File: src/rtl/opm_pkg.sv
// Shared constants for the operating-point manager: power-state codes,
// register addresses and the sequencer state encoding.
package opm_pkg;
    localparam logic [1:0] PWR_OFF    = 2'b00;
    localparam logic [1:0] PWR_SCALED = 2'b01;
    localparam logic [1:0] PWR_ON     = 2'b10;

    localparam logic [7:0] A_REQ    = 8'h00;
    localparam logic [7:0] A_SETTLE = 8'h01;
    localparam logic [7:0] A_CLR    = 8'h02;

    localparam logic [3:0] PG_OPP = 4'h1;
    localparam logic [3:0] PG_PST = 4'h2;
    localparam logic [3:0] PG_CST = 4'h3;

    typedef enum logic [2:0] {
        S_IDLE, S_LOOK, S_PWAIT, S_CLK, S_CWAIT, S_FIN
    } seq_st_t;
endpackage

File: src/rtl/opm_tables.sv
// Holds the three linked tables and resolves one operating-point row into
// its power row, divider row and PLL factors.
// Assumes power-of-two depths of at most 16 and NUM_DOM <= 2 (field lanes).
module opm_tables #(
    parameter int NUM_OPP = 4,
    parameter int NUM_PST = 4,
    parameter int NUM_CST = 4,
    parameter int NUM_DOM = 2,
    parameter int NUM_BLK = 4,
    parameter int DIV_W   = 4,
    parameter int PLL_W   = 4,
    localparam int OPP_W  = $clog2(NUM_OPP),
    localparam int PST_W  = $clog2(NUM_PST),
    localparam int CST_W  = $clog2(NUM_CST)
) (
    input  logic                       clk,
    input  logic                       rst_n,
    input  logic                       tab_we,
    input  logic [7:0]                 wr_addr,
    input  logic [31:0]                wr_data,
    input  logic [OPP_W-1:0]           sel_opp,
    output logic [2*NUM_DOM-1:0]       row_pwr,
    output logic [NUM_BLK*DIV_W-1:0]   row_div,
    output logic [NUM_DOM*PLL_W-1:0]   row_mul,
    output logic [NUM_DOM*PLL_W-1:0]   row_pdiv
);
    import opm_pkg::*;

    localparam logic [2*NUM_DOM-1:0]     PWR_ALL_ON = {NUM_DOM{PWR_ON}};
    localparam logic [NUM_BLK*DIV_W-1:0] DIV_ONES   = {NUM_BLK{DIV_W'(1)}};
    localparam logic [NUM_DOM*PLL_W-1:0] PLL_ONES   = {NUM_DOM{PLL_W'(1)}};

    logic [PST_W-1:0]           opp_pst_q  [NUM_OPP];
    logic [CST_W-1:0]           opp_cst_q  [NUM_OPP];
    logic [NUM_DOM*PLL_W-1:0]   opp_mul_q  [NUM_OPP];
    logic [NUM_DOM*PLL_W-1:0]   opp_pdiv_q [NUM_OPP];
    logic [2*NUM_DOM-1:0]       pst_q      [NUM_PST];
    logic [NUM_BLK*DIV_W-1:0]   cst_q      [NUM_CST];

    logic [NUM_DOM*PLL_W-1:0]   wr_mul, wr_pdiv;
    logic                       hit_opp, hit_pst, hit_cst;

    // Unpack per-domain PLL factors from their fixed byte lanes.
    for (genvar d = 0; d < NUM_DOM; d++) begin : g_lane
        assign wr_mul[d*PLL_W +: PLL_W]  = wr_data[16+8*d +: PLL_W];
        assign wr_pdiv[d*PLL_W +: PLL_W] = wr_data[20+8*d +: PLL_W];
    end

    // Decode which table row the current write targets.
    always_comb begin
        hit_opp = tab_we && wr_addr[7:4] == PG_OPP && 32'(wr_addr[3:0]) < NUM_OPP;
        hit_pst = tab_we && wr_addr[7:4] == PG_PST && 32'(wr_addr[3:0]) < NUM_PST;
        hit_cst = tab_we && wr_addr[7:4] == PG_CST && 32'(wr_addr[3:0]) < NUM_CST;
    end

    // Table storage: reset to the all-on, divide-by-one configuration.
    always_ff @(posedge clk) begin
        if (!rst_n) begin
            for (int i = 0; i < NUM_OPP; i++) begin
                opp_pst_q[i]  <= '0;
                opp_cst_q[i]  <= '0;
                opp_mul_q[i]  <= PLL_ONES;
                opp_pdiv_q[i] <= PLL_ONES;
            end
            for (int i = 0; i < NUM_PST; i++) pst_q[i] <= PWR_ALL_ON;
            for (int i = 0; i < NUM_CST; i++) cst_q[i] <= DIV_ONES;
        end else begin
            if (hit_opp) begin
                opp_pst_q[wr_addr[OPP_W-1:0]]  <= wr_data[PST_W-1:0];
                opp_cst_q[wr_addr[OPP_W-1:0]]  <= wr_data[8 +: CST_W];
                opp_mul_q[wr_addr[OPP_W-1:0]]  <= wr_mul;
                opp_pdiv_q[wr_addr[OPP_W-1:0]] <= wr_pdiv;
            end
            if (hit_pst) pst_q[wr_addr[PST_W-1:0]] <= wr_data[2*NUM_DOM-1:0];
            if (hit_cst) cst_q[wr_addr[CST_W-1:0]] <= wr_data[NUM_BLK*DIV_W-1:0];
        end
    end

    // Chained lookup: operating point -> power row, divider row, PLL factors.
    always_comb begin
        row_pwr  = pst_q[opp_pst_q[sel_opp]];
        row_div  = cst_q[opp_cst_q[sel_opp]];
        row_mul  = opp_mul_q[sel_opp];
        row_pdiv = opp_pdiv_q[sel_opp];
    end
endmodule

File: src/rtl/opm_seq.sv
// Sequencer: applies power states, waits the power settling count, then
// applies dividers and PLL factors and waits the PLL settling count.
// Steps whose target equals the live state are skipped. Assumes the row
// inputs stay stable while busy (tables are write-locked then).
module opm_seq #(
    parameter int NUM_OPP = 4,
    parameter int NUM_DOM = 2,
    parameter int NUM_BLK = 4,
    parameter int DIV_W   = 4,
    parameter int PLL_W   = 4,
    parameter int SET_W   = 8,
    localparam int OPP_W  = $clog2(NUM_OPP)
) (
    input  logic                       clk,
    input  logic                       rst_n,
    input  logic                       start,
    input  logic [OPP_W-1:0]           start_idx,
    input  logic [2*NUM_DOM-1:0]       row_pwr,
    input  logic [NUM_BLK*DIV_W-1:0]   row_div,
    input  logic [NUM_DOM*PLL_W-1:0]   row_mul,
    input  logic [NUM_DOM*PLL_W-1:0]   row_pdiv,
    input  logic [SET_W-1:0]           pwr_settle,
    input  logic [SET_W-1:0]           pll_settle,
    output logic [2*NUM_DOM-1:0]       pwr_q,
    output logic [NUM_BLK*DIV_W-1:0]   div_q,
    output logic [NUM_DOM*PLL_W-1:0]   mul_q,
    output logic [NUM_DOM*PLL_W-1:0]   pdiv_q,
    output logic [OPP_W-1:0]           tgt_q,
    output logic [OPP_W-1:0]           cur_q,
    output logic                       busy,
    output logic                       done
);
    import opm_pkg::*;

    seq_st_t           st;
    logic [SET_W-1:0]  cnt;
    logic              clk_change;

    // Detect whether the clock step has anything to apply.
    always_comb clk_change = (row_div != div_q) || (row_mul != mul_q) || (row_pdiv != pdiv_q);

    // Main sequencing state machine with its settling counter.
    always_ff @(posedge clk) begin
        if (!rst_n) begin
            st     <= S_IDLE;
            cnt    <= '0;
            tgt_q  <= '0;
            cur_q  <= '0;
            pwr_q  <= {NUM_DOM{PWR_ON}};
            div_q  <= {NUM_BLK{DIV_W'(1)}};
            mul_q  <= {NUM_DOM{PLL_W'(1)}};
            pdiv_q <= {NUM_DOM{PLL_W'(1)}};
        end else begin
            unique case (st)
                S_IDLE: if (start) begin
                    tgt_q <= start_idx;
                    st    <= S_LOOK;
                end
                S_LOOK: if (row_pwr != pwr_q) begin
                    pwr_q <= row_pwr;
                    cnt   <= pwr_settle;
                    st    <= S_PWAIT;
                end else begin
                    st <= S_CLK;
                end
                S_PWAIT: if (cnt == '0) st <= S_CLK; else cnt <= cnt - 1'b1;
                S_CLK: if (clk_change) begin
                    div_q  <= row_div;
                    mul_q  <= row_mul;
                    pdiv_q <= row_pdiv;
                    cnt    <= pll_settle;
                    st     <= S_CWAIT;
                end else begin
                    st <= S_FIN;
                end
                S_CWAIT: if (cnt == '0) st <= S_FIN; else cnt <= cnt - 1'b1;
                S_FIN: begin
                    cur_q <= tgt_q;
                    st    <= S_IDLE;
                end
                default: st <= S_IDLE;
            endcase
        end
    end

    // Status decode from the state.
    always_comb begin
        busy = (st != S_IDLE);
        done = (st == S_FIN);
    end
endmodule

File: src/rtl/opm_gate_chk.sv
// Derives per-block clock enables from dividers and domain power states,
// and records the first functional access to a gated block that cannot
// wake itself. Block b belongs to domain b / BLK_PER_DOM.
module opm_gate_chk #(
    parameter int NUM_DOM     = 2,
    parameter int BLK_PER_DOM = 2,
    parameter int DIV_W       = 4,
    localparam int NUM_BLK    = NUM_DOM * BLK_PER_DOM,
    localparam int BLK_W      = $clog2(NUM_BLK),
    parameter logic [NUM_BLK-1:0] WAKE_MASK = '0
) (
    input  logic                       clk,
    input  logic                       rst_n,
    input  logic [2*NUM_DOM-1:0]       pwr,
    input  logic [NUM_BLK*DIV_W-1:0]   div,
    input  logic [NUM_BLK-1:0]         acc_valid,
    input  logic                       clr,
    output logic [NUM_BLK-1:0]         clk_en,
    output logic                       err_q,
    output logic [BLK_W-1:0]           err_blk_q
);
    import opm_pkg::*;

    logic [NUM_BLK-1:0] bad;
    logic [BLK_W-1:0]   first_bad;

    // Per-block enable: nonzero divider and a powered domain.
    for (genvar b = 0; b < NUM_BLK; b++) begin : g_en
        assign clk_en[b] = (div[b*DIV_W +: DIV_W] != '0) &&
                           (pwr[2*(b/BLK_PER_DOM) +: 2] != PWR_OFF);
    end

    // Offending accesses and the lowest offending block number.
    always_comb begin
        bad       = acc_valid & ~clk_en & ~WAKE_MASK;
        first_bad = '0;
        for (int b = NUM_BLK - 1; b >= 0; b--) begin
            if (bad[b]) first_bad = BLK_W'(b);
        end
    end

    // Sticky error record; a new error outranks a same-cycle clear.
    always_ff @(posedge clk) begin
        if (!rst_n) begin
            err_q     <= 1'b0;
            err_blk_q <= '0;
        end else if (|bad && (!err_q || clr)) begin
            err_q     <= 1'b1;
            err_blk_q <= first_bad;
        end else if (clr) begin
            err_q <= 1'b0;
        end
    end
endmodule

File: src/rtl/opm_ctrl.sv
// Top of the operating-point manager: register decode, request admission,
// sticky flags, and the tables, sequencer and gate checker.
// Assumes SET_W <= 8 and NUM_DOM <= 2 so fields fit their data lanes.
module opm_ctrl #(
    parameter int NUM_OPP     = 4,
    parameter int NUM_PST     = 4,
    parameter int NUM_CST     = 4,
    parameter int NUM_DOM     = 2,
    parameter int BLK_PER_DOM = 2,
    parameter int DIV_W       = 4,
    parameter int PLL_W       = 4,
    parameter int SET_W       = 8,
    localparam int NUM_BLK    = NUM_DOM * BLK_PER_DOM,
    localparam int OPP_W      = $clog2(NUM_OPP),
    localparam int BLK_W      = $clog2(NUM_BLK),
    parameter logic [NUM_BLK-1:0] WAKE_MASK = 4'b1000
) (
    input  logic                        clk,
    input  logic                        rst_n,
    input  logic                        wr_en_i,
    input  logic [7:0]                  wr_addr_i,
    input  logic [31:0]                 wr_data_i,
    input  logic [NUM_BLK-1:0]          acc_valid_i,
    output logic [2*NUM_DOM-1:0]        pwr_state_o,
    output logic [NUM_BLK*DIV_W-1:0]    clk_div_o,
    output logic [NUM_BLK-1:0]          clk_en_o,
    output logic [NUM_DOM*PLL_W-1:0]    pll_mul_o,
    output logic [NUM_DOM*PLL_W-1:0]    pll_div_o,
    output logic                        busy_o,
    output logic                        done_o,
    output logic [OPP_W-1:0]            cur_opp_o,
    output logic                        ovr_flag_o,
    output logic                        inv_flag_o,
    output logic                        err_flag_o,
    output logic [BLK_W-1:0]            err_blk_o
);
    import opm_pkg::*;

    logic               req_wr, idx_ok, start, clr_wr;
    logic [SET_W-1:0]   pwr_settle_q, pll_settle_q;
    logic [OPP_W-1:0]   tgt;
    logic [2*NUM_DOM-1:0]     row_pwr;
    logic [NUM_BLK*DIV_W-1:0] row_div;
    logic [NUM_DOM*PLL_W-1:0] row_mul, row_pdiv;

    // Request and clear decode.
    always_comb begin
        req_wr = wr_en_i && wr_addr_i == A_REQ;
        idx_ok = wr_data_i < 32'(NUM_OPP);
        start  = req_wr && !busy_o && idx_ok;
        clr_wr = wr_en_i && wr_addr_i == A_CLR;
    end

    // Settling counts, writable only while idle.
    always_ff @(posedge clk) begin
        if (!rst_n) begin
            pwr_settle_q <= '0;
            pll_settle_q <= '0;
        end else if (wr_en_i && wr_addr_i == A_SETTLE && !busy_o) begin
            pwr_settle_q <= wr_data_i[SET_W-1:0];
            pll_settle_q <= wr_data_i[8 +: SET_W];
        end
    end

    // Sticky overrun and invalid-index flags; setting outranks clearing.
    always_ff @(posedge clk) begin
        if (!rst_n) begin
            ovr_flag_o <= 1'b0;
            inv_flag_o <= 1'b0;
        end else begin
            if (req_wr && busy_o)                 ovr_flag_o <= 1'b1;
            else if (clr_wr && wr_data_i[0])      ovr_flag_o <= 1'b0;
            if (req_wr && !busy_o && !idx_ok)     inv_flag_o <= 1'b1;
            else if (clr_wr && wr_data_i[1])      inv_flag_o <= 1'b0;
        end
    end

    opm_tables #(
        .NUM_OPP(NUM_OPP), .NUM_PST(NUM_PST), .NUM_CST(NUM_CST),
        .NUM_DOM(NUM_DOM), .NUM_BLK(NUM_BLK), .DIV_W(DIV_W), .PLL_W(PLL_W)
    ) u_tables (
        .clk(clk), .rst_n(rst_n), .tab_we(wr_en_i && !busy_o),
        .wr_addr(wr_addr_i), .wr_data(wr_data_i), .sel_opp(tgt),
        .row_pwr(row_pwr), .row_div(row_div), .row_mul(row_mul), .row_pdiv(row_pdiv)
    );

    opm_seq #(
        .NUM_OPP(NUM_OPP), .NUM_DOM(NUM_DOM), .NUM_BLK(NUM_BLK),
        .DIV_W(DIV_W), .PLL_W(PLL_W), .SET_W(SET_W)
    ) u_seq (
        .clk(clk), .rst_n(rst_n), .start(start), .start_idx(wr_data_i[OPP_W-1:0]),
        .row_pwr(row_pwr), .row_div(row_div), .row_mul(row_mul), .row_pdiv(row_pdiv),
        .pwr_settle(pwr_settle_q), .pll_settle(pll_settle_q),
        .pwr_q(pwr_state_o), .div_q(clk_div_o), .mul_q(pll_mul_o), .pdiv_q(pll_div_o),
        .tgt_q(tgt), .cur_q(cur_opp_o), .busy(busy_o), .done(done_o)
    );

    opm_gate_chk #(
        .NUM_DOM(NUM_DOM), .BLK_PER_DOM(BLK_PER_DOM), .DIV_W(DIV_W), .WAKE_MASK(WAKE_MASK)
    ) u_gate (
        .clk(clk), .rst_n(rst_n), .pwr(pwr_state_o), .div(clk_div_o),
        .acc_valid(acc_valid_i), .clr(clr_wr && wr_data_i[2]),
        .clk_en(clk_en_o), .err_q(err_flag_o), .err_blk_q(err_blk_o)
    );
endmodule

File: config.mk
export PLATFORM = sky130hd
export DESIGN_NAME = opm_ctrl
export DESIGN_NICKNAME = d
export VERILOG_FILES = /design/src/rtl/opm_pkg.sv /design/src/rtl/opm_tables.sv /design/src/rtl/opm_seq.sv /design/src/rtl/opm_gate_chk.sv /design/src/rtl/opm_ctrl.sv
export SDC_FILE = /design/constraint.sdc
export NUM_CORES = 1
export LEC_CHECK = 0
export ABC_AREA = 1
export CAP_MARGIN = 20
export CORE_UTILIZATION = 28
export DETAILED_ROUTE_END_ITERATION = 6
export DONT_BUFFER_PORTS = 1
export SLEW_MARGIN = 5
export SYNTH_ARGS = -nofsm -noshare
export SYNTH_HDL_FRONTEND = slang
export SYNTH_SLANG_ARGS = --single-unit
File: constraint.sdc
create_clock -name clk -period 4.4 [get_ports clk]
set_clock_uncertainty 0.15 [all_clocks]
set_input_delay 0.88 -clock clk [delete_from_list [all_inputs] [get_ports clk]]
set_output_delay 0.88 -clock clk [all_outputs]
set_load 0.01 [all_outputs]
## After elaboration in Yosys (flattened, before gate mapping)

Memories as Yosys holds them, arrays and structs flattened. A register that Yosys moved wholly into a read port is not among the register bits.
Index checks and enable logic that the tools add are counted.

- Register bits after elaboration: 72
- Output and inout port bits: 49
- Latch bits: 0
- Memory bits (writable): 160
- Word-level logic and storage cells: 156
- ROM bits: 0
- Input port bits: 47
- Memories kept: 6

Memory list:

| name | words | width | read ports | clocked after Yosys merged registers in | wr ports | line | RTL |
|---|---|---|---|---|---|---|---|
| u_tables.cst_q | 4 | 16 | 1 | 0 | 4 | opm_tables.sv:38 | `logic [NUM_BLK*DIV_W-1:0] cst_q [NUM_CST];` |
| u_tables.opp_mul_q | 4 | 8 | 1 | 1 | 4 | opm_tables.sv:35 | `logic [NUM_DOM*PLL_W-1:0] opp_mul_q [NUM_OPP];` |
| u_tables.opp_pdiv_q | 4 | 8 | 1 | 1 | 4 | opm_tables.sv:36 | `logic [NUM_DOM*PLL_W-1:0] opp_pdiv_q [NUM_OPP];` |
| u_tables.pst_q | 4 | 4 | 1 | 0 | 4 | opm_tables.sv:37 | `logic [2*NUM_DOM-1:0] pst_q [NUM_PST];` |
| u_tables.opp_cst_q | 4 | 2 | 1 | 1 | 4 | opm_tables.sv:34 | `logic [CST_W-1:0] opp_cst_q [NUM_OPP];` |
| u_tables.opp_pst_q | 4 | 2 | 1 | 1 | 4 | opm_tables.sv:33 | `logic [PST_W-1:0] opp_pst_q [NUM_OPP];` |

- Add/sub/neg operators: 1
- Multiply operators: 0
- Bitwise logic cells: 2
- Div/mod/pow operators: 0
- Equal/unequal tests: 20
- Multiplexer cells: 55
- Reduce and logical (&&, ||, !) cells: 56
- Shifts and indexed selects: 0
- Magnitude comparators: 2

Operators with widths:

| cell | number |
|---|---|
| two-way mux 8 bit | 5 |
| two-way mux 2 bit | 19 |
| less-than comparator 32 x 3 -> 1 bit (second input constant) | 1 |
| two-way mux 1 bit | 24 |
| one-hot mux 8 bit (3 select lines) | 1 |
| logical AND 1 bit | 23 |
| zero test 8 bit | 2 |
| two-way mux 16 bit | 1 |
| != test 16 bit | 1 |
| != test 8 bit | 2 |
| nonzero test 4 bit | 4 |
| OR reduction 16 bit | 1 |
| OR reduction 8 bit | 2 |
| one-hot mux 3 bit (5 select lines) | 1 |
| nonzero test 2 bit | 5 |
| two-way mux 3 bit | 3 |
| equality test 4 x 2 -> 1 bit (second input constant) | 2 |
| equality test 8 x 1 -> 1 bit (second input constant) | 1 |
| equality test 8 x 2 -> 1 bit (second input constant) | 1 |
| != test 2 x 1 -> 1 bit (second input constant) | 4 |
| subtractor 8 x 1 -> 8 bit (second input constant) | 1 |
| equality test 3 x 2 -> 1 bit (second input constant) | 2 |
| equality test 3 bit (second input constant) | 2 |
| AND reduction 2 bit | 3 |
| 17 further kinds | 25 |

## Logic depth before layout (Yosys ltp)

Gate-level depths: netlist of the first run.

- Depth in word-level cells: 10
- Gate-level depth with buffers: 20
- Depth with buffers taken out: 18

## Modules after synthesis

From an unflattened synthesis of the first run, not the netlist that was laid out.

- Cells, all modules: 1363
- Area total of the unflattened synthesis: 11792.6 um2

Modules (own cells, without submodules):

| module | cells an instance | area an instance (um2) | instances |
|---|---|---|---|
| opm_tables | 746 | 7818.7 | 1 |
| opm_seq | 432 | 2816.5 | 1 |
| opm_ctrl | 146 | 925.9 | 1 |
| opm_gate_chk | 39 | 231.5 | 1 |

## Least setup slack after synthesis of the first run

No wires, ideal clock.

- Path kind: input to register
- Start: input wr_addr_i[0]
- End: memory u_tables.opp_cst_q[1][0] in the netlist's numbering (enable)
- Setup slack: 823 ps
- Required time: 3825 ps
- Library setup time: 425 ps
- Arrival: 3002 ps
- Stages on the path: 4
- Buffers on the path: 0
- Path through: inv_1 nor2_1 clkinv_1 o21ai_0

RTL lines:

| item | line | RTL |
|---|---|---|
| start, declared | opm_ctrl.sv:21 | `input logic [7:0] wr_addr_i,` |
| end, declared | opm_tables.sv:34 |  |

==> flow_summary.ini, run 1 <==
[timing]
hold_violations = 0
setup_tns_ps = 0
rsz0062_at_grt = no
slew_viol_final = 0
worstMarginPinSlew_ps = 1065
worst_slack_ps = 660.5
max_freq_ghz = 0.2674
fin_crit_sh = 0.8499
period_minus_slack_ps = 3739
slew_headroom = 0.2870
finalSetupViolCount = 0

[yosys]
synth.yosys.seq_area_share = 0.5447
syn_inst = 1369
synth_fp_nets = 1418
syn_area_sq_um = 11540
ys_ff_latch = 234
syn_area_per_cell_sq_um = 8.430
synth_edf_count = 160
ys.warnings.count = 0
synth_cell_type_count = 42
ys_async_sr_fraction = 0
synth_ff_type = edfxtp_1

[power]
p_seq_frac = 0.479
swShare = 0.2528
internal_power_mw = 3.840
net-switching-power_mw = 1.299
power_frac_comb = 0.104
p_per_area_nw_per_um2 = 399.8
clkPwrFrac = 0.417
power_leakage_nw = 5.085
ir_worst_vdd_mv = 0.2442

[critical_path]
path_max_fanout = 45
reg2reg_slack_ps = 660
endpoint = u_seq.div_q[0]
worstPathArrival_ps = 4010
crit_type = reg2reg
cp.required_ps = 4670
end_kind = flop
cp-start-kind = flop
r2r_cells = 17
rr_endpoint = u_seq.div_q[0]

[clocking]
ctsHtreeMaxLevel = 1
cts_setup_buffers = 0
clkLatencyLatePin_ps = 540
cts.sinks = 234
clockRootBuffer = clkbuf_16
cts_buffers = 26
cts_max_path_buffers = 3
ctsHoldBuffers = 0
cts_tree = built
post_cts_resize_count = 0
clk_pin_slew_ps = 60

[routing]
drc_errors = 0
drtIter0Drc = 748
drt_first_pass_iters = 5
ant_nets = 0
wl_microns = 31790
vias = 9141
post_drt_wl_per_cell_microns = 16.69
drt-vias-per-instance = 4.798

[floorplanning]
fp-row-count = 74
die_h_microns = 205.0
die-area_sq_um = 42030
ios = 96
die_w_microns = 205.0
core_area_sq_um = 40740
start_util = 0.2833

[global_route]
grt_usage = 0.1525
grt_pass1_vias = 8588
grt-ovfl-total = 0
grt_pass1_wl_microns = 49480
grt_max_degree = 77
antenna_found_initial = 1

[job]
maxCapViolations = 0

[placement]
port_buffers = 0
gp_congestion = 0.8438
post-place-ws_ps = 604.7
dp_hpwl_microns = 21800

[status]
status = complete, no violations

[final_layout]
layout-drive-gt1-share = 0.06778
fillCellCount = 4234
layout.nets = 1401
area_delta_synth_final_pct = 11.40

[worst_hold_path]
hold_path.class = in2reg
-- placed cells by master, fill, tap and decap left out, types with 2 or more instances in the layout --
cell type  count
a22oi_1        2
nand3_2        2
clkbuf_1       7
nand3_1      149
dfxtp_1       74
a221oi_1       7
bufinv_16      2
clkbuf_16     27
clkinv_4       2
inv_6          2
nand4_1       17
nor2_2         5
nand2_1      314
edfxtp_1     160
inv_1        152
ha_1           2
nand2_2        2
nor3_1        89
clkinv_1      11
o21ai_2        4
xor2_1         3
o211ai_2       5
o21ai_1       23
nor4_1         7
nand3b_1      23
a21oi_1       54
o211ai_1       6
nand3_4        2
inv_2          5
buf_4         27
nor2_1       125
clkinv_2       4
o21ai_0       46
a31oi_1        2
-- worst min-delay path by stage --
| stage | start | to | slack (ps) | cells after the start |
|---|---|---|---|---|
| final | rst_n | u_seq.pwr_q[1] | 310 | 1 |
| after global routing | rst_n | u_seq.pwr_q[1] | 300 | 1 |
| after CTS | rst_n | u_seq.div_q[4] | 280 | 1 |
| after detailed placement | u_seq.tgt_q[1] | u_seq.cur_q[1] | 330 | 2 |
| after global placement | u_seq.tgt_q[1] | u_seq.cur_q[1] | 320 | 2 |
| after floorplan | u_seq.tgt_q[0] | u_seq.cur_q[0] | 300 | 2 |
-- state kept, by name, summed over array words and instances, names as in the netlist, 3 cells and up, named ones only --
name,count
pll_settle_q,8
pwr_settle_q,8
u_seq.cnt,8
u_seq.div_q,16
u_seq.mul_q,8
u_seq.pdiv_q,8
u_seq.pwr_q,4
u_seq.st,3
u_tables.cst_q,64
u_tables.opp_cst_q,8
u_tables.opp_mul_q,32
u_tables.opp_pdiv_q,32
u_tables.opp_pst_q,8
u_tables.pst_q,16
-- Yosys cell counts (all sizes together) (2+ instances only) --
| library cell | instances | area share |
|---|---|---|
| nor4 | 7 | 0.0038 |
| a22oi | 2 | 0.0013 |
| nor2 | 130 | 0.043 |
| a221oi | 7 | 0.0053 |
| nor3 | 89 | 0.039 |
| a31oi | 2 | 0.0011 |
| nand2 | 317 | 0.10 |
| nand3 | 153 | 0.069 |
| o21ai | 73 | 0.032 |
| dfxtp | 74 | 0.13 |
| xor2 | 3 | 0.0023 |
| edfxtp | 160 | 0.42 |
| nand4 | 18 | 0.010 |
| nand3b | 23 | 0.015 |
| clkbuf | 33 | 0.011 |
| inv | 158 | 0.052 |
| buf | 39 | 0.025 |
| clkinv | 7 | 0.0023 |
| ha | 2 | 0.0022 |
| o211ai | 11 | 0.0093 |
| a21oi | 55 | 0.024 |
-- logic make-up (layout without fill, tap and decap cells) --
logic type               count (synthesis)  count (layout)  share of synthesized area
flip-flops                             234             234                     0.5447
AND/OR/NAND/NOR                        738             738                     0.2851
adder cells (fa/ha/maj)                  2               2                   0.002168
buffers and inverters                  237             240                    0.08933
AO/OA/AOI/OAI                          154             154                    0.07567
XOR/XNOR                                 4               4                   0.003036
other                                    0               1                          0
-- power groups by stage --
stage	sequential, mW	clock (mW)	combinational [mW]
2_1_floorplan	2.50	0	0.407
3_3_place_gp	2.51	0	0.526
3_5_place_dp	2.51	0	0.530
4_1_cts	2.46	2.18	0.533
5_1_grt	2.47	2.27	0.604
6_report	2.46	2.14	0.534
-- critical path: stages, from the launching register on --
cell      delay [ps]
dfxtp_1          680
nor2_1           110
nor2_1           100
nand2_1           60
nand2_2          380
inv_2            300
nand3_1          200
nand2_1           90
nand2_1           60
nand2_1           40
nor2_1           120
nand2_1           80
nor2_2           140
nand3_2          100
nand2_4          380
inv_2            320
nand2_1          180
o211ai_2          90
-- metrics by stage --
step / instances / total power [mW] / cell area (sq um) / util / hold slack [ps]
2_1_floorplan: 1369 / 2.904 / 11540 / - / 298.6
3_3_place_gp: 1856 / 3.031 / 12020 / 0.2950 / 323.3
3_5_place_dp: 1856 / 3.038 / 12020 / 0.2950 / 328.2
4_1_cts: 1904 / 5.171 / 12850 / 0.3155 / 281.1
5_1_grt: 1904 / 5.340 / 12850 / 0.3155 / 302.9
6_report: 1905 / 5.140 / 12860 / 0.3156 / 306.9
-- layout make-up --
class                   count  area [sq um]  share of cell area
clock buffers              35         715.7             0.05566
well taps                 532         665.6             0.05177
repair buffers             27         202.7             0.01576
diodes                      1         2.502           0.0001946
flip-flops and latches    234          6286              0.4889
clock inverters            13         121.4            0.009439
multi-input cells         898          4239              0.3297
inverters                 165         624.3             0.04856
-- layer usage --
metal	up-vias	wire [microns]	GRT usage
li1	4573	-	-
met4	0	615	0.04233
met1	4224	14120	0.2032
met2	304	14840	0.2490
met5	-	0	0
met3	40	2201	0.03166
Power figures use the tool's default switching activity.
==> run 2: changes to the inputs <==
--- a/config.mk
+++ b/config.mk
@@ -5,7 +5,7 @@
 export SDC_FILE = /design/constraint.sdc
 export NUM_CORES = 1
 export LEC_CHECK = 0
-export ABC_AREA = 1
+export ABC_AREA = 0
 export CAP_MARGIN = 20
 export CORE_UTILIZATION = 28
 export DETAILED_ROUTE_END_ITERATION = 6
==> constraint.sdc (replaced) <==
create_clock -name clk -period 3.21 [get_ports clk]
set_clock_uncertainty 0.15 [all_clocks]
set_input_delay 0.642 -clock clk [delete_from_list [all_inputs] [get_ports clk]]
set_output_delay 0.642 -clock clk [all_outputs]
set_load 0.01 [all_outputs]
==> flow_summary.ini, run 2 <==
[power]
power_leakage_nw = 4.167
finalPower_mw = 6.634
p_per_area_nw_per_um2 = 545.1
ir_worst_vdd_mv = 0.3451

[clocking]
cts_buffers = 23
cts_max_path_buffers = 3
clockRootBuffer = clkbuf_16
clkLatencyLatePin_ps = 530
cts_tree = built
ctsHoldBuffers = 0
ctsHtreeMaxLevel = 1
clk_pin_slew_ps = 60
cts.sinks = 234

[yosys]
yosysMostFrequentCell = edfxtp_1
synth_fp_nets = 970
syn_inst = 921
yosysTopAreaCell = edfxtp_1
ys_ff_latch = 234
synth_area_leaders = edfxtp_1 (46%), dfxtp_1 (14%), mux2i_1 (8.9%)
syn_area_sq_um = 10500
ys_async_sr_fraction = 0
synth_ff_type = edfxtp_1
synth.yosys.seq_area_share = 0.5985
syn_area_per_cell_sq_um = 11.40
ys.warnings.count = 0
synth_cell_type_count = 45
ys_top_cells_by_count = edfxtp_1 (160), nor2_1 (159), nand2_1 (121)
synth_edf_count = 160
synth_top_area_frac = 0.4574

[timing]
period_minus_slack_ps = 3246
slew_viol_final = 0
hold_violations = 0
setup_tns_ps = -156.7
fin_crit_sh = 1.011
slew_headroom = 0.5319
rsz0062_at_grt = yes
finalSetupViolCount = 12
worst_slack_ps = -36.38
max_freq_ghz = 0.3080
worstMarginPinSlew_ps = 694.7

[critical_path]
cp_top_family = multiplexers
max_stage_delay_ps = 520
cp.required_ps = 3460
worstPathArrival_ps = 3490
end_kind = flop
slowest_stage = mux4_2
crit_type = reg2reg
path_cells = buf_12, mux4_2, buf_12, mux2i_1, mux2i_1, xnor2_1, nand4_1, nor4_4, buf_4, a21oi_4, buf_12, mux2i_1, nor2_1
cp-start-kind = flop
crit_buf_inv = 4
path_max_fanout = 27

[final_layout]
reg_top3 = u_tables.cst_q (64), u_tables.opp_mul_q (32), u_tables.opp_pdiv_q (32)
layout_common_cells = edfxtp_1 (160), nor2_1 (158), nand2_1 (119)
instances_no_fill = 1437
fillCellCount = 3651
layout.nets = 1001
regArea_sq_um = 6287
area_delta_synth_final_pct = 15.87
layout-drive-gt1-share = 0.1342
diodes = 0
largest_register_ffs = 64
postLayoutCoreUtil = 0.3309
top_register = u_tables.cst_q
multiInputGateArea_sq_um = 3840
layout_commonest_cell = edfxtp_1

[routing]
wl_microns = 26490
ant_nets = 0
drc_errors = 0
drt_first_pass_iters = 5
vias = 6806
post_drt_wl_per_cell_microns = 18.43
drtIter0Drc = 328
drt-vias-per-instance = 4.736

[placement]
dp_hpwl_microns = 18790
gp_congestion = 0.8259
port_buffers = 0
placed_cells = 1394
post-place-ws_ps = -273.1

[floorplanning]
ios = 96
start_util = 0.2855
core_area_sq_um = 36790
die_w_microns = 195.7
fp-row-count = 70
die_h_microns = 195.7
die-area_sq_um = 38290

[job]
maxCapViolations = 0

[global_route]
grt_usage = 0.1398
grt_pass1_vias = 7130
top_usage_layer = met2
use_met3 = 0.03730
met2_usage = 0.2438
met1_usage = 0.1608
grt_pass1_wl_microns = 40710
antenna_found_initial = 0
grt_max_degree = 40
grt-ovfl-total = 0

[worst_hold_path]
hold_path.class = in2reg

[status]
violations = negative setup slack
status = complete, but fails checks
[run 2: area by class of cell]
type	instances	share of cell area
Multi-Input combinational cell	587	0.3155
Clock buffer	34	0.05397
Tap cell	468	0.04811
Sequential cell	234	0.5166
Timing Repair Buffer	57	0.04092
Clock inverter	8	0.009767
Inverter	49	0.01511
[run 2: final timing paths]
check	from	endpoint	cells past startpoint	slack, ps
min reg2reg	pwr_settle_q[4]	pwr_settle_q[4]	2	310
max	flop	u_seq.pdiv_q[3]	13	-40
min	rst_n	u_seq.div_q[4]	1	40
max reg2reg	flop	u_seq.pdiv_q[3]	13	-40
[run 2: per-layer routing]
layer  part of all wire  up-vias  routed length, microns
met5                  0        -                       0
met4              0.038        0                    1002
met3              0.066       51                    1746
met2               0.49      153                   13060
met1               0.40     3336                   10680
li1                   -     3266                       -
[run 2: power by group]
part           leakage [nW]  internal (mW)  switching, mW
Clock                 0.375           1.66           1.14
Combinational          1.69          0.202          0.322
Sequential             2.11           3.28         0.0349
Total                  4.17           5.14           1.49
[run 2: worst reg2reg max path, delay by kind of cell, from the launching register on]
family                    cells  cell delay (ps)
AOI/OAI and AO/OA             1               70
buffers and inverters         4              690
xor gates and xnor gates      1              170
and+or+nand+nor               3              580
muxes                         4             1130
DFF                           1              340
[run 2: metrics by stage]
| step | area (sq um) | hold WS (ps) |
|---|---|---|
| after floorplan | 10500 | 286.0 |
| after global placement | 11340 | 294.8 |
| after detailed placement | 11340 | 301.2 |
| after CTS | 12150 | 17.23 |
| after global routing | 12170 | 27.52 |
| final | 12170 | 36.26 |
[run 2: kinds of logic (layout without fill, tap and decap cells)]
logic type | Yosys count | after routing | share of synthesized area
buffers and inverters | 100 | 148 | 0.04205
AO/OA/AOI/OAI | 73 | 73 | 0.04038
multiplexers | 115 | 115 | 0.1350
flip-flops | 234 | 234 | 0.5985
AND/OR/NAND/NOR | 354 | 354 | 0.1459
XOR/XNOR | 43 | 43 | 0.03585
adder cells (fa/ha/maj) | 2 | 2 | 0.002382
[run 2: what timing repair did]
action | CTS | global route
resized for setup | 7 | 5
setup endpoints to repair | 37 | 37
pin swaps | 4 | 1
setup buffers | 1 | 0
==> run 3: changes to the inputs <==
--- a/config.mk
+++ b/config.mk
@@ -13,4 +13,5 @@
 export SLEW_MARGIN = 5
 export SYNTH_ARGS = -nofsm -noshare
 export SYNTH_HDL_FRONTEND = slang
+export SYNTH_HIERARCHICAL = 1
 export SYNTH_SLANG_ARGS = --single-unit
==> flow_summary.ini, run 3 <==
[status]
status = complete, no violations

[routing]
drc_errors = 0
post_drt_wl_per_cell_microns = 18.85
wl_microns = 27850
drt_first_pass_iters = 5
drtIter0Drc = 615
drt-vias-per-instance = 4.768
vias = 7047
ant_nets = 0

[final_layout]
largest_register_ffs = 64
layout-drive-gt1-share = 0.1584
layout_commonest_cell = edfxtp_1
top_register = u_tables/cst_q
regArea_sq_um = 6250
layout.nets = 995
fillCellCount = 3801
reg_top3 = u_tables/cst_q (64), u_tables/opp_mul_q (32), u_tables/opp_pdiv_q (32)
area_delta_synth_final_pct = 16.73
layout_common_cells = edfxtp_1 (160), nor2_1 (151), mux2i_1 (122)
multiInputGateArea_sq_um = 4456
stdcell_area_sq_um = 12710
postLayoutCoreUtil = 0.3351

[floorplanning]
start_util = 0.2870
ios = 96
fp-row-count = 71
die_h_microns = 199.2
die_w_microns = 199.2
core_area_sq_um = 37930
die-area_sq_um = 39680

[power]
net-switching-power_mw = 1.502
clkPwrFrac = 0.449
power_frac_comb = 0.067
swShare = 0.2224
p_per_area_nw_per_um2 = 531.3
ir_worst_vdd_mv = 0.3514
internal_power_mw = 5.251
p_seq_frac = 0.484
power_leakage_nw = 4.085

[clocking]
clkLatencyLatePin_ps = 550
cts.sinks = 232
cts_buffers = 25
ctsHoldBuffers = 0
cts_tree = built
clockRootBuffer = clkbuf_16
cts_max_path_buffers = 3
clk_pin_slew_ps = 60
ctsHtreeMaxLevel = 1

[placement]
gp_congestion = 0.7908
dpl_cell_area_sq_um = 11770
post-place-ws_ps = -75.23
port_buffers = 0
dp_hpwl_microns = 19500

[yosys]
syn_area_sq_um = 10890
synth_ff_type = edfxtp_1
synth_cell_type_count = 63
ys_top_cells_by_count = edfxtp_1 (160), nor2_1 (153), mux2i_1 (124)
synth_top_area_frac = 0.4413
ys_ff_latch = 232
synth_edf_count = 160
syn_inst = 916
synth_area_leaders = edfxtp_1 (44%), dfxtp_1 (13%), mux2i_1 (11%)
ys_async_sr_fraction = 0
yosysMostFrequentCell = edfxtp_1
yosysTopAreaCell = edfxtp_1
synth_fp_nets = 964
ys.warnings.count = 6
syn_area_per_cell_sq_um = 11.89
synth.yosys.seq_area_share = 0.5737

[critical_path]
r2r-start = u_seq/tgt_q[0]
crit_type = reg2reg
reg2reg_slack_ps = 20
r2r_cells = 12
end_kind = flop
rr_endpoint = u_seq/cnt[3]
cp-start-kind = flop
path_max_fanout = 23
cp.required_ps = 3470
worstPathArrival_ps = 3450

[global_route]
top_usage_layer = met2
met1_usage = 0.2012
grt_max_degree = 100
grt_usage = 0.1416
met2_usage = 0.2142
use_met3 = 0.03595
grt_pass1_wl_microns = 41940
antenna_found_initial = 1
grt-ovfl-total = 0
grt_pass1_vias = 6935

[timing]
finalSetupViolCount = 0
setup_tns_ps = 0
worstMarginPinSlew_ps = 853.8
slew_headroom = 0.4260
worst_slack_ps = 22.48
slew_viol_final = 0
max_freq_ghz = 0.3137
hold_violations = 0
period_minus_slack_ps = 3188
fin_crit_sh = 0.9930
rsz0062_at_grt = yes
whs_ps = 58.23

[worst_hold_path]
hold_end = u_seq/pwr_q[3]
hp-start = rst_n
hold_path.class = in2reg
hold-path-cell-count = 1

[job]
maxCapViolations = 0
## run 3: worst max-delay path by stage
stage / start / endpoint / slack [ps]
after floorplan: u_seq/st[1] / u_tables/opp_cst_q[3][0] / 20
after global placement: u_seq/tgt_q[0] / u_seq/cnt[0] / -50
after detailed placement: u_seq/tgt_q[0] / u_seq/cnt[3] / -80
after CTS: u_seq/tgt_q[0] / u_seq/cnt[3] / -9
after global routing: u_seq/tgt_q[0] / u_seq/cnt[3] / -130
final: u_seq/tgt_q[0] / u_seq/cnt[3] / 20
## run 3: cell type report
class,instances,area share
Clock inverter,12,0.01201
Clock buffer,34,0.05680
Sequential cell,232,0.4917
Inverter,10,0.002953
Antenna cell,1,0.0001969
Timing Repair Buffer,53,0.03544
Multi-Input combinational cell,625,0.3506
Tap cell,511,0.05031
## run 3: power groups by stage
stage	clock network, mW	logic, mW	registers, mW
final	3.03	0.453	3.27
after global routing	3.21	0.493	3.27
after CTS	3.08	0.452	3.27
after detailed placement	0	0.448	3.33
after global placement	0	0.444	3.33
after floorplan	0	0.335	3.33
## run 3: per-stage QoR
stage	cells	power (mW)
final	1478	6.753
after global routing	1477	6.976
after CTS	1476	6.804
after detailed placement	1430	3.782
after global placement	1430	3.774
after floorplan	916	3.663
## run 3: kinds of logic (layout without fill, tap and decap cells)
group                      count (synthesis)  in the layout  synth area share
and+or+nand+nor                          385            385            0.1756
adders and majority gates                  1              1          0.001149
DFF                                      232            232            0.5737
muxes                                    144            144            0.1554
buffers and inverters                     59            109           0.02689
other                                      0              1                 0
xor gates and xnor gates                  44             44           0.03539
AOI/OAI and AO/OA                         51             51           0.03195
## run 3: metal layers
metal	wire length, microns	vias up	share of wire
li1	-	3349	-
met1	12750	3443	0.46
met2	12330	221	0.44
met3	2313	34	0.083
met4	461	0	0.017
met5	0	-	0
## run 3: critical path, stage by stage, from the launching register on
cell      delay [ps]
dfxtp_4          360
mux4_2           520
buf_12           200
mux2i_1          150
mux2i_2          270
xnor2_1          190
nand4_1          150
nor4_2           290
buf_4            170
nand4b_1         120
buf_6            160
and2_4           190
mux2i_1          130
## run 3: what timing repair did
item	in CTS	in global routing
pin swaps	0	2
setup buffers	0	1
resized for setup	6	9
endpoints found under the setup margin	20	41
